--- src/rtl/mem_stream_unit.sv ---
module mem_stream_unit #(
  parameter int DW    = 32,
  parameter int AW    = 32,
  parameter int RW    = 5,
  parameter int CW    = 16,
  parameter int DEPTH = 4
) (
  input  logic          clk,
  input  logic          rst_n,
  input  logic          cfg_we,
  input  logic [1:0]    cfg_sel,
  input  logic [RW-1:0] cfg_reg,
  input  logic [AW-1:0] cfg_base,
  input  logic [AW-1:0] cfg_stride,
  input  logic [CW-1:0] cfg_count,
  input  logic          rd_a_en,
  input  logic [RW-1:0] rd_a_idx,
  input  logic [DW-1:0] rd_a_rf,
  output logic [DW-1:0] rd_a_data,
  input  logic          rd_b_en,
  input  logic [RW-1:0] rd_b_idx,
  input  logic [DW-1:0] rd_b_rf,
  output logic [DW-1:0] rd_b_data,
  input  logic          wr_en,
  input  logic [RW-1:0] wr_idx,
  input  logic [DW-1:0] wr_data,
  output logic          wr_rf_en,
  output logic          stall,
  output logic [2:0]    done,
  output logic          mem_req,
  output logic          mem_we,
  output logic          mem_id,
  output logic [AW-1:0] mem_addr,
  output logic [DW-1:0] mem_wdata,
  input  logic          mem_gnt,
  input  logic          mem_rvalid,
  input  logic          mem_rid,
  input  logic [DW-1:0] mem_rdata
);
  localparam int PW = $clog2(DEPTH);
  localparam logic [PW:0]   FULL  = (PW+1)'(DEPTH);
  localparam logic [PW+1:0] LIMIT = (PW+2)'(DEPTH);

  logic [1:0]         ld_cfg;
  logic [1:0][RW-1:0] ld_reg;
  logic [1:0][AW-1:0] ld_addr, ld_stride;
  logic [1:0][CW-1:0] ld_iss, ld_use;
  logic [1:0][PW:0]   ld_cnt, ld_fly;
  logic [1:0][PW-1:0] ld_rp, ld_wp;
  logic [DW-1:0]      ldq [2][DEPTH];

  logic          st_cfg;
  logic [RW-1:0] st_reg;
  logic [AW-1:0] st_addr, st_stride;
  logic [CW-1:0] st_left;
  logic [PW:0]   st_cnt;
  logic [PW-1:0] st_rp, st_wp;
  logic [DW-1:0] stq [DEPTH];

  logic [1:0] hit_a, hit_b, ld_empty, ld_want, ld_pop, ld_push, ld_fire;
  logic st_hit, st_go, st_push, st_fire;

  for (genvar s = 0; s < 2; s++) begin : g_ld
    wire live = ld_cfg[s] && (ld_use[s] != '0);
    assign hit_a[s]    = rd_a_en && live && (rd_a_idx == ld_reg[s]);
    assign hit_b[s]    = rd_b_en && live && (rd_b_idx == ld_reg[s]);
    assign ld_empty[s] = (ld_cnt[s] == '0);
    assign ld_want[s]  = (ld_iss[s] != '0) &&
                         ((PW+2)'(ld_cnt[s]) + (PW+2)'(ld_fly[s]) < LIMIT);
    assign ld_pop[s]   = (hit_a[s] || hit_b[s]) && !stall;
    assign ld_push[s]  = mem_rvalid && (mem_rid == 1'(s));
    assign done[s]     = ld_cfg[s] && (ld_use[s] == '0);
  end

  assign st_hit  = wr_en && st_cfg && (st_left != '0) && (wr_idx == st_reg);
  assign stall   = |((hit_a | hit_b) & ld_empty) || (st_hit && st_cnt == FULL);
  assign st_push = st_hit && !stall;
  assign wr_rf_en = wr_en && !st_hit && !stall;
  assign done[2] = st_cfg && (st_left == '0) && (st_cnt == '0);

  assign rd_a_data = hit_a[0] ? ldq[0][ld_rp[0]] : hit_a[1] ? ldq[1][ld_rp[1]] : rd_a_rf;
  assign rd_b_data = hit_b[0] ? ldq[0][ld_rp[0]] : hit_b[1] ? ldq[1][ld_rp[1]] : rd_b_rf;

  assign st_go      = (st_cnt != '0);
  assign mem_req    = st_go || (|ld_want);
  assign mem_we     = st_go;
  assign mem_id     = !st_go && !ld_want[0];
  assign mem_addr   = st_go ? st_addr : (mem_id ? ld_addr[1] : ld_addr[0]);
  assign mem_wdata  = stq[st_rp];
  assign st_fire    = st_go && mem_gnt;
  assign ld_fire[0] = mem_gnt && !st_go && ld_want[0];
  assign ld_fire[1] = mem_gnt && !st_go && !ld_want[0] && ld_want[1];

  always_ff @(posedge clk or negedge rst_n) begin
    if (!rst_n) begin
      ld_cfg <= '0; ld_reg <= '0; ld_addr <= '0; ld_stride <= '0;
      ld_iss <= '0; ld_use <= '0; ld_cnt <= '0; ld_fly <= '0;
      ld_rp <= '0; ld_wp <= '0;
      st_cfg <= 1'b0; st_reg <= '0; st_addr <= '0; st_stride <= '0;
      st_left <= '0; st_cnt <= '0; st_rp <= '0; st_wp <= '0;
    end else begin
      for (int s = 0; s < 2; s++) begin
        if (cfg_we && cfg_sel == 2'(s)) begin
          ld_cfg[s] <= 1'b1; ld_reg[s] <= cfg_reg;
          ld_addr[s] <= cfg_base; ld_stride[s] <= cfg_stride;
          ld_iss[s] <= cfg_count; ld_use[s] <= cfg_count;
          ld_cnt[s] <= '0; ld_rp[s] <= '0; ld_wp[s] <= '0;
        end else begin
          if (ld_fire[s]) begin
            ld_addr[s] <= ld_addr[s] + ld_stride[s];
            ld_iss[s]  <= ld_iss[s] - 1'b1;
          end
          if (ld_push[s]) ld_wp[s] <= ld_wp[s] + 1'b1;
          if (ld_pop[s]) begin
            ld_rp[s]  <= ld_rp[s] + 1'b1;
            ld_use[s] <= ld_use[s] - 1'b1;
          end
          ld_cnt[s] <= ld_cnt[s] + (PW+1)'(ld_push[s]) - (PW+1)'(ld_pop[s]);
        end
        ld_fly[s] <= ld_fly[s] + (PW+1)'(ld_fire[s]) - (PW+1)'(ld_push[s]);
      end
      if (cfg_we && cfg_sel == 2'd2) begin
        st_cfg <= 1'b1; st_reg <= cfg_reg; st_addr <= cfg_base;
        st_stride <= cfg_stride; st_left <= cfg_count;
        st_cnt <= '0; st_rp <= '0; st_wp <= '0;
      end else begin
        if (st_push) begin
          st_wp   <= st_wp + 1'b1;
          st_left <= st_left - 1'b1;
        end
        if (st_fire) begin
          st_rp   <= st_rp + 1'b1;
          st_addr <= st_addr + st_stride;
        end
        st_cnt <= st_cnt + (PW+1)'(st_push) - (PW+1)'(st_fire);
      end
    end
  end

  always_ff @(posedge clk) begin
    for (int s = 0; s < 2; s++)
      if (ld_push[s]) ldq[s][ld_wp[s]] <= mem_rdata;
    if (st_push) stq[st_wp] <= wr_data;
  end
endmodule

--- config.mk ---
export PLATFORM = sky130hd
export DESIGN_NAME = mem_stream_unit
export DESIGN_NICKNAME = d
export VERILOG_FILES = /design/src/rtl/mem_stream_unit.sv
export SDC_FILE = /design/constraint.sdc
export NUM_CORES = 1
export LEC_CHECK = 0
export BUFFER_PORTS_ARGS = -buffer_cell sky130_fd_sc_hd__buf_2
export CORE_ASPECT_RATIO = 1.5
export CORE_MARGIN = 2
export CORE_UTILIZATION = 60
export CTS_BUF_LIST = sky130_fd_sc_hd__clkbuf_4 sky130_fd_sc_hd__clkbuf_8 sky130_fd_sc_hd__clkbuf_16
export DETAILED_ROUTE_END_ITERATION = 12
export PLACE_DENSITY = 0.81
export SLEW_MARGIN = 20
export SYNTH_ARGS = -nofsm -noshare
export SYNTH_HDL_FRONTEND = slang
export SYNTH_SLANG_ARGS = --single-unit
--- constraint.sdc ---
create_clock -name clk -period 4.4 [get_ports clk]
set_clock_uncertainty 0.2 [all_clocks]
set_input_delay 0.22 -clock clk [delete_from_list [all_inputs] [get_ports clk]]
set_output_delay 0.22 -clock clk [all_outputs]
set_load 0.05 [all_outputs]
## Word-level counts from Yosys, hierarchy flattened

Memory sizes are Yosys's and may differ from the RTL's.
Index checks and enable logic that the tools add are counted.

| operators by class | value |
|---|---|
| div/mod/pow operators | 0 |
| muxes and demuxes | 56 |
| $add $sub $neg | 26 |
| bitwise logic cells | 7 |
| $lt $le $gt $ge | 8 |
| shifts and indexed selects | 0 |
| equal/unequal tests | 8 |
| reduce and logical (&&, ||, !) cells | 70 |
| multiply operators | 0 |

Operators with widths:

| cell | count |
|---|---|
| 32-bit 2-to-1 mux | 18 |
| 128-bit 2-to-1 mux | 4 |
| 16-bit 2-to-1 mux | 10 |
| 32-bit binary-select mux with 2-bit select | 2 |
| 32-bit demux with 2-bit select | 2 |
| 128-bit OR reduction | 1 |
| 32-bit adder | 3 |
| 16-bit nonzero test | 5 |
| 16-bit by 1-bit subtractor with 16-bit output (second input constant) | 5 |
| 16-bit zero test | 3 |
| 1-bit logical AND | 38 |
| 5-bit == test | 5 |
| 2-bit 2-to-1 mux | 12 |
| 2-bit nonzero test | 8 |
| 3-bit by 1-bit adder with 3-bit output | 5 |
| 3-bit by 1-bit subtractor with 3-bit output | 5 |
| 2-bit by 1-bit adder with 2-bit output (second input constant) | 6 |
| 3-bit >= comparator (second input constant) | 4 |
| 2-bit inverter with 3-bit output | 4 |
| 3-bit zero test | 3 |
| 3-bit 2-to-1 mux | 3 |
| 3-bit by 3-bit adder with 4-bit output | 2 |
| 4-bit by 3-bit less-than comparator with 1-bit output (second input constant) | 2 |
| 3-bit by 1-bit less-than comparator with 1-bit output (second input constant) | 2 |
| other kinds (12) | 23 |

| word-level totals | value |
|---|---|
| memory bits (read-only) | 0 |
| memories kept | 2 |
| RAM bits | 384 |
| output and inout port bits | 136 |
| bits of input ports | 239 |
| latch bits | 0 |
| bits in registers | 317 |

Memory list:

| memory | depth | width | rd ports | clocked after memory_dff | wr ports | RTL line | source |
|---|---|---|---|---|---|---|---|
| ldq | 2 | 128 | 2 | 0 | 1 | 50 | `logic [DW-1:0] ldq [2][DEPTH];` |
| stq | 4 | 32 | 1 | 0 | 1 | 58 | `logic [DW-1:0] stq [DEPTH];` |

## Logic depth before layout (Yosys ltp)

Gate-level depths: netlist of the first run.

| depth | value |
|---|---|
| depth after elaboration | 13 |
| gate-level depth with buffers | 18 |

## Least setup slack after synthesis of the first run

OpenSTA, ideal clock, no wires.

| timing | value |
|---|---|
| path kind | flip-flop to flip-flop |
| start point | register ld_use[22] (netlist bit) |
| end point | register st_cnt[2] |
| setup time | 0.132 ns |
| cell stages (with the launch flop) | 17 |
| required time | 4.068 ns |
| slack | 0.316 ns |
| period minus slack after synthesis | 4.084 ns |
| data arrival time | 3.752 ns |
| cells stage by stage | dfrtp_1 > or4_4 > or4b_4 > o21a_1 > o211ai_1 > nand3_4 > nor3_4 > inv_2 > buf_2 > ha_1 > inv_1 > ha_1 > inv_1 > fa_1 > xor2_1 > xnor2_1 > nor2_1 |

| between the ends | value |
|---|---|
| word-level cells in the longest chain between the ends | 13 |
| elaborated cells on any way between the ends | 15 |
| those cells by class | 2 x add/sub; 1 x mux; 2 x bitwise; 10 x reduce/logical |

RTL lines:

| what | RTL line | source |
|---|---|---|
| from (decl) | 47 | `logic [1:0][CW-1:0] ld_iss, ld_use;` |
| from (signal, indexed assignment) | 106 | `ld_iss[s] <= cfg_count; ld_use[s] <= cfg_count;` |
| from (signal, indexed assignment) | 116 | `ld_use[s] <= ld_use[s] - 1'b1;` |
| 16-bit nonzero test * | 64 | `wire live = ld_cfg[s] && (ld_use[s] != '0);` |
| 1-bit logical AND * | 64 |  |
| 1-bit logical AND (on tied branches) (2 in series) | 65, 66 |  |
| 2-bit OR * | 76 | `assign stall = \|((hit_a \| hit_b) & ld_empty) \|\| (st_hit && st_cnt == FULL);` |
| 2-bit AND * | 76 |  |
| 2-bit OR reduction * | 76 |  |
| 1-bit logical OR * | 76 |  |
| net stall | 28 | `output logic stall,` |
| 1-bit zero test * | 77 | `assign st_push = st_hit && !stall;` |
| 1-bit logical AND * | 77 |  |
| 3-bit by 1-bit adder with 3-bit output * | 135 | `st_cnt <= st_cnt + (PW+1)'(st_push) - (PW+1)'(st_fire);` |
| 3-bit by 1-bit subtractor with 3-bit output * | 135 |  |
| 3-bit 2-to-1 mux * | 122 | `if (cfg_we && cfg_sel == 2'd2) begin` |
| to (signal assigned) | 135 |  |
| to (decl) | 56 | `logic [PW:0] st_cnt;` |

The timed path passes the listed nets; every way through them passes the cells marked *.
A chain may end at the register's enable or synchronous reset.

## Worst setup path in the final report of the first run

| timing | value |
|---|---|
| start point | register ld_use[22] (netlist bit) |
| end point | output rd_a_data[20] |

| between the ends | value |
|---|---|
| word-level cells in the longest chain between the ends | 6 |

RTL lines:

| what | RTL line | source |
|---|---|---|
| 16-bit nonzero test | 64 |  |
| 1-bit logical AND | 64 |  |
| 1-bit logical AND (2 in series) | 65 | `assign hit_a[s] = rd_a_en && live && (rd_a_idx == ld_reg[s]);` |
| 32-bit 2-to-1 mux (2 in series) | 81 | `assign rd_a_data = hit_a[0] ? ldq[0][ld_rp[0]] : hit_a[1] ? ldq[1][ld_rp[1]] : rd_a_rf;` |
| to (decl) | 19 | `output logic [DW-1:0] rd_a_data,` |

Every way passes these cells.

==> results of run 1 <==
path summary, 6_finish.rpt:
path / from / end / depth (start not counted)
max: ld_use[22] / rd_a_data[20] / 8
min: cfg_sel[0] / ld_cnt[1] / 4
max reg2reg: st_left[6] / st_cnt[2] / 15
min reg2reg: ld_stride[61] / ld_stride[61] / 2
max in group asynchronous: rst_n / st_rp[0] / 4
min in group asynchronous: rst_n / st_stride[26] / 3
synthesized netlist by cell type (4+ instances only):
| library cell | n |
|---|---|
| o211ai_1 | 13 |
| a311oi_1 | 7 |
| a21oi_1 | 282 |
| o31a_1 | 4 |
| mux4_2 | 96 |
| a2111oi_0 | 4 |
| buf_1 | 23 |
| xnor2_1 | 105 |
| o21ai_0 | 143 |
| nor4_1 | 22 |
| and3_1 | 27 |
| inv_1 | 66 |
| or3_1 | 20 |
| ha_1 | 125 |
| nand2b_1 | 21 |
| or4_1 | 8 |
| dfrtp_1 | 317 |
| nor3_1 | 54 |
| nand3b_1 | 5 |
| o221ai_1 | 5 |
| a21o_1 | 48 |
| nand2_1 | 565 |
| fa_1 | 8 |
| o21a_1 | 10 |
| nor3b_1 | 9 |
| clkbuf_1 | 120 |
| a211oi_1 | 14 |
| nand4_1 | 9 |
| o31ai_1 | 6 |
| edfxtp_1 | 384 |
| nor2_1 | 262 |
| and2_1 | 20 |
| nor2b_1 | 14 |
| or2_2 | 4 |
| mux2i_1 | 108 |
| o21bai_1 | 9 |
| xor2_1 | 74 |
| a31oi_1 | 28 |
| nand3_1 | 29 |
| a221oi_1 | 5 |
timing repair:
| item | 4_1_cts | 5_1_grt |
|---|---|---|
| endpoints found under the hold margin | 794 | 0 |
| gates resized for setup | 0 | 1 |
| endpoints found under the setup margin | 0 | 1 |
| hold buffers | 155 | 0 |
cell families after synthesis:
group | after synthesis | synth area share, %
AND/OR/NAND/NOR | 1092 | 13.6
flip-flops | 701 | 55.3
AO/OA/AOI/OAI | 614 | 10.2
buffers and inverters | 215 | 2.30
multiplexers | 205 | 9.24
XOR/XNOR | 179 | 4.45
adder cells (fa/ha/maj) | 133 | 4.90
metrics by stage:
stage          std cells  worst slack [ps]  total power [W]  hold WS, ps
2_1_floorplan       3139               316           0.0170         -276
3_3_place_gp        4189               431           0.0196         8.37
3_5_place_dp        4189               383           0.0198         19.2
4_1_cts             4466               186           0.0261         17.6
5_1_grt             4474              46.5           0.0275         55.6
6_report            4476               186           0.0261         42.7
layer usage:
| metal | up-vias | wire, microns | GRT usage (%) |
|---|---|---|---|
| met1 | 13100 | 35900 | 38.3 |
| met4 | 10 | 5250 | 18.1 |
| met2 | 1270 | 49400 | 56.7 |
| met5 | - | 65 | 0 |
| li1 | 12300 | - | - |
| met3 | 328 | 7160 | 5.39 |
power groups by stage:
stage / clock network [W] / logic (W) / registers (W)
after floorplan: 0 / 0.00818 / 0.00877
after global placement: 0 / 0.0105 / 0.00912
after detailed placement: 0 / 0.0106 / 0.00917
after CTS: 0.00616 / 0.0108 / 0.00905
after global routing: 0.00640 / 0.0119 / 0.00920
final: 0.00608 / 0.0110 / 0.00907
layout make-up:
type                    count  area (sq um)  area share, %
diodes                     10          25.0         0.0597
multi-input cells        2223         15000           35.8
flip-flops and latches    701         19500           46.4
repair buffers            581          3910           9.33
clock buffers              83          1880           4.48
clock inverters            39           433           1.03
inverters                  69           259          0.618
well taps                 770           963           2.30
worst max-delay path, stage by stage (launching register included):
cell	delay (ps)
dfrtp_1	430
or4_4	570
or4b_4	520
o21a_1	290
nand2_2	440
buf_12	250
mux2i_1	320
a21oi_1	110
buf_2	220
==> summary.txt, run 1 <==
Outcome
  • Status: finished, final reports clean

Global route
  • Largest net degree at the start of global routing: 132
  • Total gr overflow: 0
  • Number of global-route vias before repair: 27900
  • Initial antenna violation count: 14
  • First-pass GRT wire length: 152000 microns
  • Global-route usage over all layers: about a third

Synthesis
  • Post-synth cell types: 79
  • Largest cells by area after synthesis: edfxtp_1, dfrtp_1, mux4_2
  • Post-synth EDFFs: 384
  • Seq/Total Area, Yosys: 55.3%
  • Yosys reg bits: 701
  • Syn avg cell area: roughly 11 sq um
  • Synth Cell Area: 0.0352 sq mm
  • Yosys top cell area share: 32.8%
  • Synth Instances: 3139
  • Largest area contributor in the netlist: edfxtp_1
  • Syn_nets: 3511
  • Asr flop ratio synth: a little under half
  • Post-synth top flop: edfxtp_1
  • Synth Warn #: 0

Final layout
  • Finished Core Util: 72.3%
  • Max reg flops: ~260
  • Layout net count: 4016
  • Commonest non-fill, non-tap cell in the layout: nand2_1
  • # fillers: 3985
  • Growth of design area from synthesis to finish: 19.1%
  • Design Area, Final: approximately 0.042 sq mm
  • Most frequent cells in the layout: nand2_1, edfxtp_1, buf_2, dfrtp_1, a21oi_1
  • Fraction of layout cells with a size suffix above 1: 18.4%

Clock network
  • Clk_lat worst skew: 620 ps
  • CTS tree: done
  • CTS buffer count: 68
  • Clock sink count: ~700
  • CTS root buf: clkbuf_16
  • Post-CTS Setup Bufs: 0
  • Max Buffers Root-to-Sink: 3
  • Clock slew at reported path FFs: 70 ps
  • H-tree Lvls: 3

Drt
  • DR WL/cell: 21.8 microns
  • Vias per cell: just over 6
  • DRC Markers: 0
  • Routed Antenna Nets: 0
  • DR vias: approximately 27000
  • Initial DRC Count: 2069
  • DRT Wirelength: roughly 100000 microns
  • TritonRoute pass-1 iters: 5

Floorplan
  • Die Width: 202 microns
  • Rows: about 110
  • Die span in y: ~300 microns
  • Starting density of the core: 60.7%
  • Core region area: 0.0580 sq mm
  • Die area: 0.0607 sq mm
  • # IOs: ~380

Power
  • Part of the power in registers: a little over a third
  • Pwr dens: 623 mW/mm^2
  • Switch Pwr: 0.0105 W
  • Max VDD drop: 390 uV
  • Pint: approximately 0.016 W
  • Clock power share: 23.3%
  • Combinational share of power: 42.0%
  • Switching part of the total power: 40.0%
  • Leak: 17.7 nW

STA
  • Tmin final: 4210 ps
  • Period utilization: between 90% and 100%
  • Hold Fails Final Rpt: 0
  • Max_slew headroom: 28.1%
  • F_max: 237 MHz
  • Setup TNS Final: 0 ps
  • RSZ-0062 raised after global routing: false
  • Max-slew violations: 0
  • # setup viols final: 0
  • Slew @ Worst Pin: ~1100 ps

Worst setup path
  • Crit end category: primary output
  • Reg2reg setup slack: ~310 ps
  • Max FO, Critical Path: 17
  • Required @ worst endpoint: 3980 ps
  • Critical Path Start Type: register
  • CP Class: register to primary output
  • Arrival time at the worst endpoint: 3790 ps

Placed design
  • Port Buffers: roughly 370
  • Area after DPL: 0.0380 sq mm
  • Post-DP HPWL: 65100 microns
  • GPL Wtd Cong: 0.907

Hold path
  • Class of the worst hold path: input pin to register

Job
  • Max Cap Viol: 0
No activity file was read; power rests on OpenSTA's default activity.
==> inputs of run 2 (changes only) <==
==> constraint.sdc (replaced) <==
create_clock -name clk -period 4.4 [get_ports clk]
set_clock_uncertainty 0.2 [all_clocks]
set_input_delay 0.44 -clock clk [delete_from_list [all_inputs] [get_ports clk]]
set_output_delay 0.44 -clock clk [all_outputs]
set_load 0.05 [all_outputs]
==> run 2 against run 1 <==
Combinational power about the same. Sequential cell count unchanged. Via count up 1.4%. Sequential share of layout area down 0.27 points. Die area unchanged.
==> summary.txt, run 2 (same netlist as run 1, synthesis figures left out) <==
Clock network
  • Clock slew at reported path FFs: 70 ps (about the same)
  • Clock sink count: 701 (unchanged)
  • Max Buffers Root-to-Sink: 3 (unchanged)
  • CTS buffer count: 70 (+2.9%)
  • CTS root buf: clkbuf_16
  • H-tree Lvls: 3 (unchanged)
  • CTS tree: done
  • Clk_lat worst skew: 620 ps (about the same)
  • Post-CTS Setup Bufs: 0 (unchanged)

Power
  • Max VDD drop: 414 uV (+6.1%)
  • Part of the power in registers: 34.2% (-0.5 points)
  • Pint: 0.0161 W (+2.6%)
  • Clock power share: 24.6% (+1.3 points)
  • Combinational share of power: 41.2% (-0.8 points)
  • Leak: 17.8 nW (+0.76%)
  • Switching part of the total power: 39.8% (-0.27 points)
  • Pwr dens: 632 mW/mm^2 (+1.5%)
  • Tot Pwr: 0.0267 W (+2.2%)
  • Switch Pwr: 0.0106 W (+1.5%)

STA
  • Final worst slack: 112 ps (-73.9 ps)
  • F_max: 233 MHz (-1.7%)
  • Max-slew violations: 0 (unchanged)
  • Slew @ Worst Pin: 1070 ps (-6.53 ps)
  • # setup viols final: 0 (unchanged)
  • Hold Fails Final Rpt: 0 (unchanged)
  • Tmin final: 4290 ps (+73.9 ps)
  • Setup TNS Final: 0 ps (unchanged)
  • Period utilization: 97.5% (+1.7 points)
  • Max_slew headroom: 28.5% (+0.44 points)

Global route
  • Global-route usage over all layers: 33.2% (+0.75 points)
  • Total gr overflow: 0 (unchanged)
  • Largest net degree at the start of global routing: 118 (-11%)
  • Number of global-route vias before repair: 28100 (+0.73%)
  • Initial antenna violation count: 12 (-2)
  • First-pass GRT wire length: 155000 microns (+2.2%)

Drt
  • TritonRoute pass-1 iters: 6 (+1)
  • DRT Wirelength: 100000 microns (+2.3%)
  • DR WL/cell: 22.3 microns (+2.3%)
  • DR vias: 27400 (+1.4%)
  • Routed Antenna Nets: 0 (unchanged)
  • Vias per cell: 6.13 (+1.3%)
  • Initial DRC Count: 2347 (+13%)
  • DRC Markers: 0 (unchanged)

Hold path
  • Hold path cells: 4 (unchanged)
  • Class of the worst hold path: input pin to register
  • WHS Endpoint: ld_wp[3]
  • Hold_sp: mem_rvalid

Final layout
  • Max reg flops: 256 (unchanged)
  • Commonest non-fill, non-tap cell in the layout: nand2_1
  • Most frequent cells in the layout: nand2_1, edfxtp_1, buf_2, dfrtp_1, a21oi_1
  • Finished Core Util: 72.8% (+0.44 points)
  • Growth of design area from synthesis to finish: 19.8%
  • Layout net count: 4019 (+0.075%)
  • Fraction of layout cells with a size suffix above 1: 18.8% (+0.37 points)

Placed design
  • Post-DP HPWL: 66100 microns (+1.5%)
  • Dpl ws: 365 ps (-18.4 ps)
  • GPL Wtd Cong: 0.944 (+4.1%)
  • Port Buffers: 374 (unchanged)

Floorplan
  • Rows: 108 (unchanged)
  • Starting density of the core: 60.7% (unchanged)
  • # IOs: 375 (unchanged)
  • Die span in y: 301 microns (unchanged)
  • Die area: 0.0607 sq mm (unchanged)
  • Die Width: 202 microns (unchanged)
  • Core region area: 0.0580 sq mm (unchanged)

Worst setup path
  • CP Cell Sequence: or4_4 > or4b_4 > o21a_1 > nand2_2 > buf_6 > mux2i_1 > a21oi_1 > buf_2
  • Required @ worst endpoint: 3760 ps (-220 ps)
  • R2R cell count: 15 (unchanged)
  • CP max stage delay: 570 ps (about the same)
  • Crit end category: primary output
  • Critical Path Start Type: register
  • Worst r2r dst: st_cnt[2]
  • Max FO, Critical Path: 32 (+15)
  • Reg2reg setup slack: 320 ps (about the same)
  • Crit path max-delay cell type: or4_4
  • Worst r2r src: ld_use[22]
  • Arrival time at the worst endpoint: 3650 ps (-140 ps)
  • CP Class: register to primary output

Outcome
  • Status: finished, final reports clean

Job
  • Max Cap Viol: 0 (unchanged)
## run 2: how the worst max path moves through the flow
stage	startpoint	end	cells after the start	slack (ps)
after floorplan	ld_use[22]	st_cnt[2]	16	320
after global placement	ld_use[22]	st_cnt[2]	15	440
after detailed placement	ld_use[22]	st_cnt[2]	15	360
after CTS	ld_use[22]	rd_b_data[4]	8	30
after global routing	ld_use[22]	rd_b_data[4]	8	-1
final	ld_use[22]	rd_b_data[5]	8	110
## run 2: per-layer routing
layer	GRT usage, %	part of all wire (%)	vias to the layer above
met3	5.84	7.4	366
met5	0	0.10	-
met4	18.0	5.3	16
met1	38.7	36	13400
li1	-	-	12300
met2	58.5	51	1364
## run 2: critical path: cells and delay by family, from the launching register on
family	cells	cell delay (ps)
AND/OR/NAND/NOR	3	1190
flip-flops	1	430
buffers and inverters	2	650
AO/OA/AOI/OAI	2	500
multiplexers	1	190
## run 2: power groups by stage
stage | logic [W] | clock network, W | registers (W)
after floorplan | 0.00818 | 0 | 0.00877
after global placement | 0.0104 | 0 | 0.00916
after detailed placement | 0.0106 | 0 | 0.00922
after CTS | 0.0108 | 0.00662 | 0.00910
after global routing | 0.0119 | 0.00688 | 0.00926
final | 0.0110 | 0.00655 | 0.00913
## run 2: final cells by class
| class | count | area [sq um] |
|---|---|---|
| inverters | 69 | 259 |
| clock inverters | 38 | 556 |
| repair buffers | 582 | 3940 |
| well taps | 770 | 963 |
| multi-input cells | 2223 | 15000 |
| clock buffers | 91 | 1980 |
| fillers | 3857 | 15800 |
| diodes | 5 | 12.5 |
| flip-flops and latches | 701 | 19500 |
## run 2: what timing repair did
item | in CTS | in global routing
endpoints found under the hold margin | 717 | 0
resized for setup | 0 | 5
hold buffers | 150 | 0
setup endpoints to repair | 0 | 43
## run 2: metrics by stage
step                      instance area (sq um)  hold slack (ps)  instances
final                                     42200             80.9       4479
after global routing                      42200              126       4478
after CTS                                 42200             47.8       4474
after detailed placement                  38100              238       4195
after global placement                    38100              238       4195
after floorplan                           35200            -55.6       3139
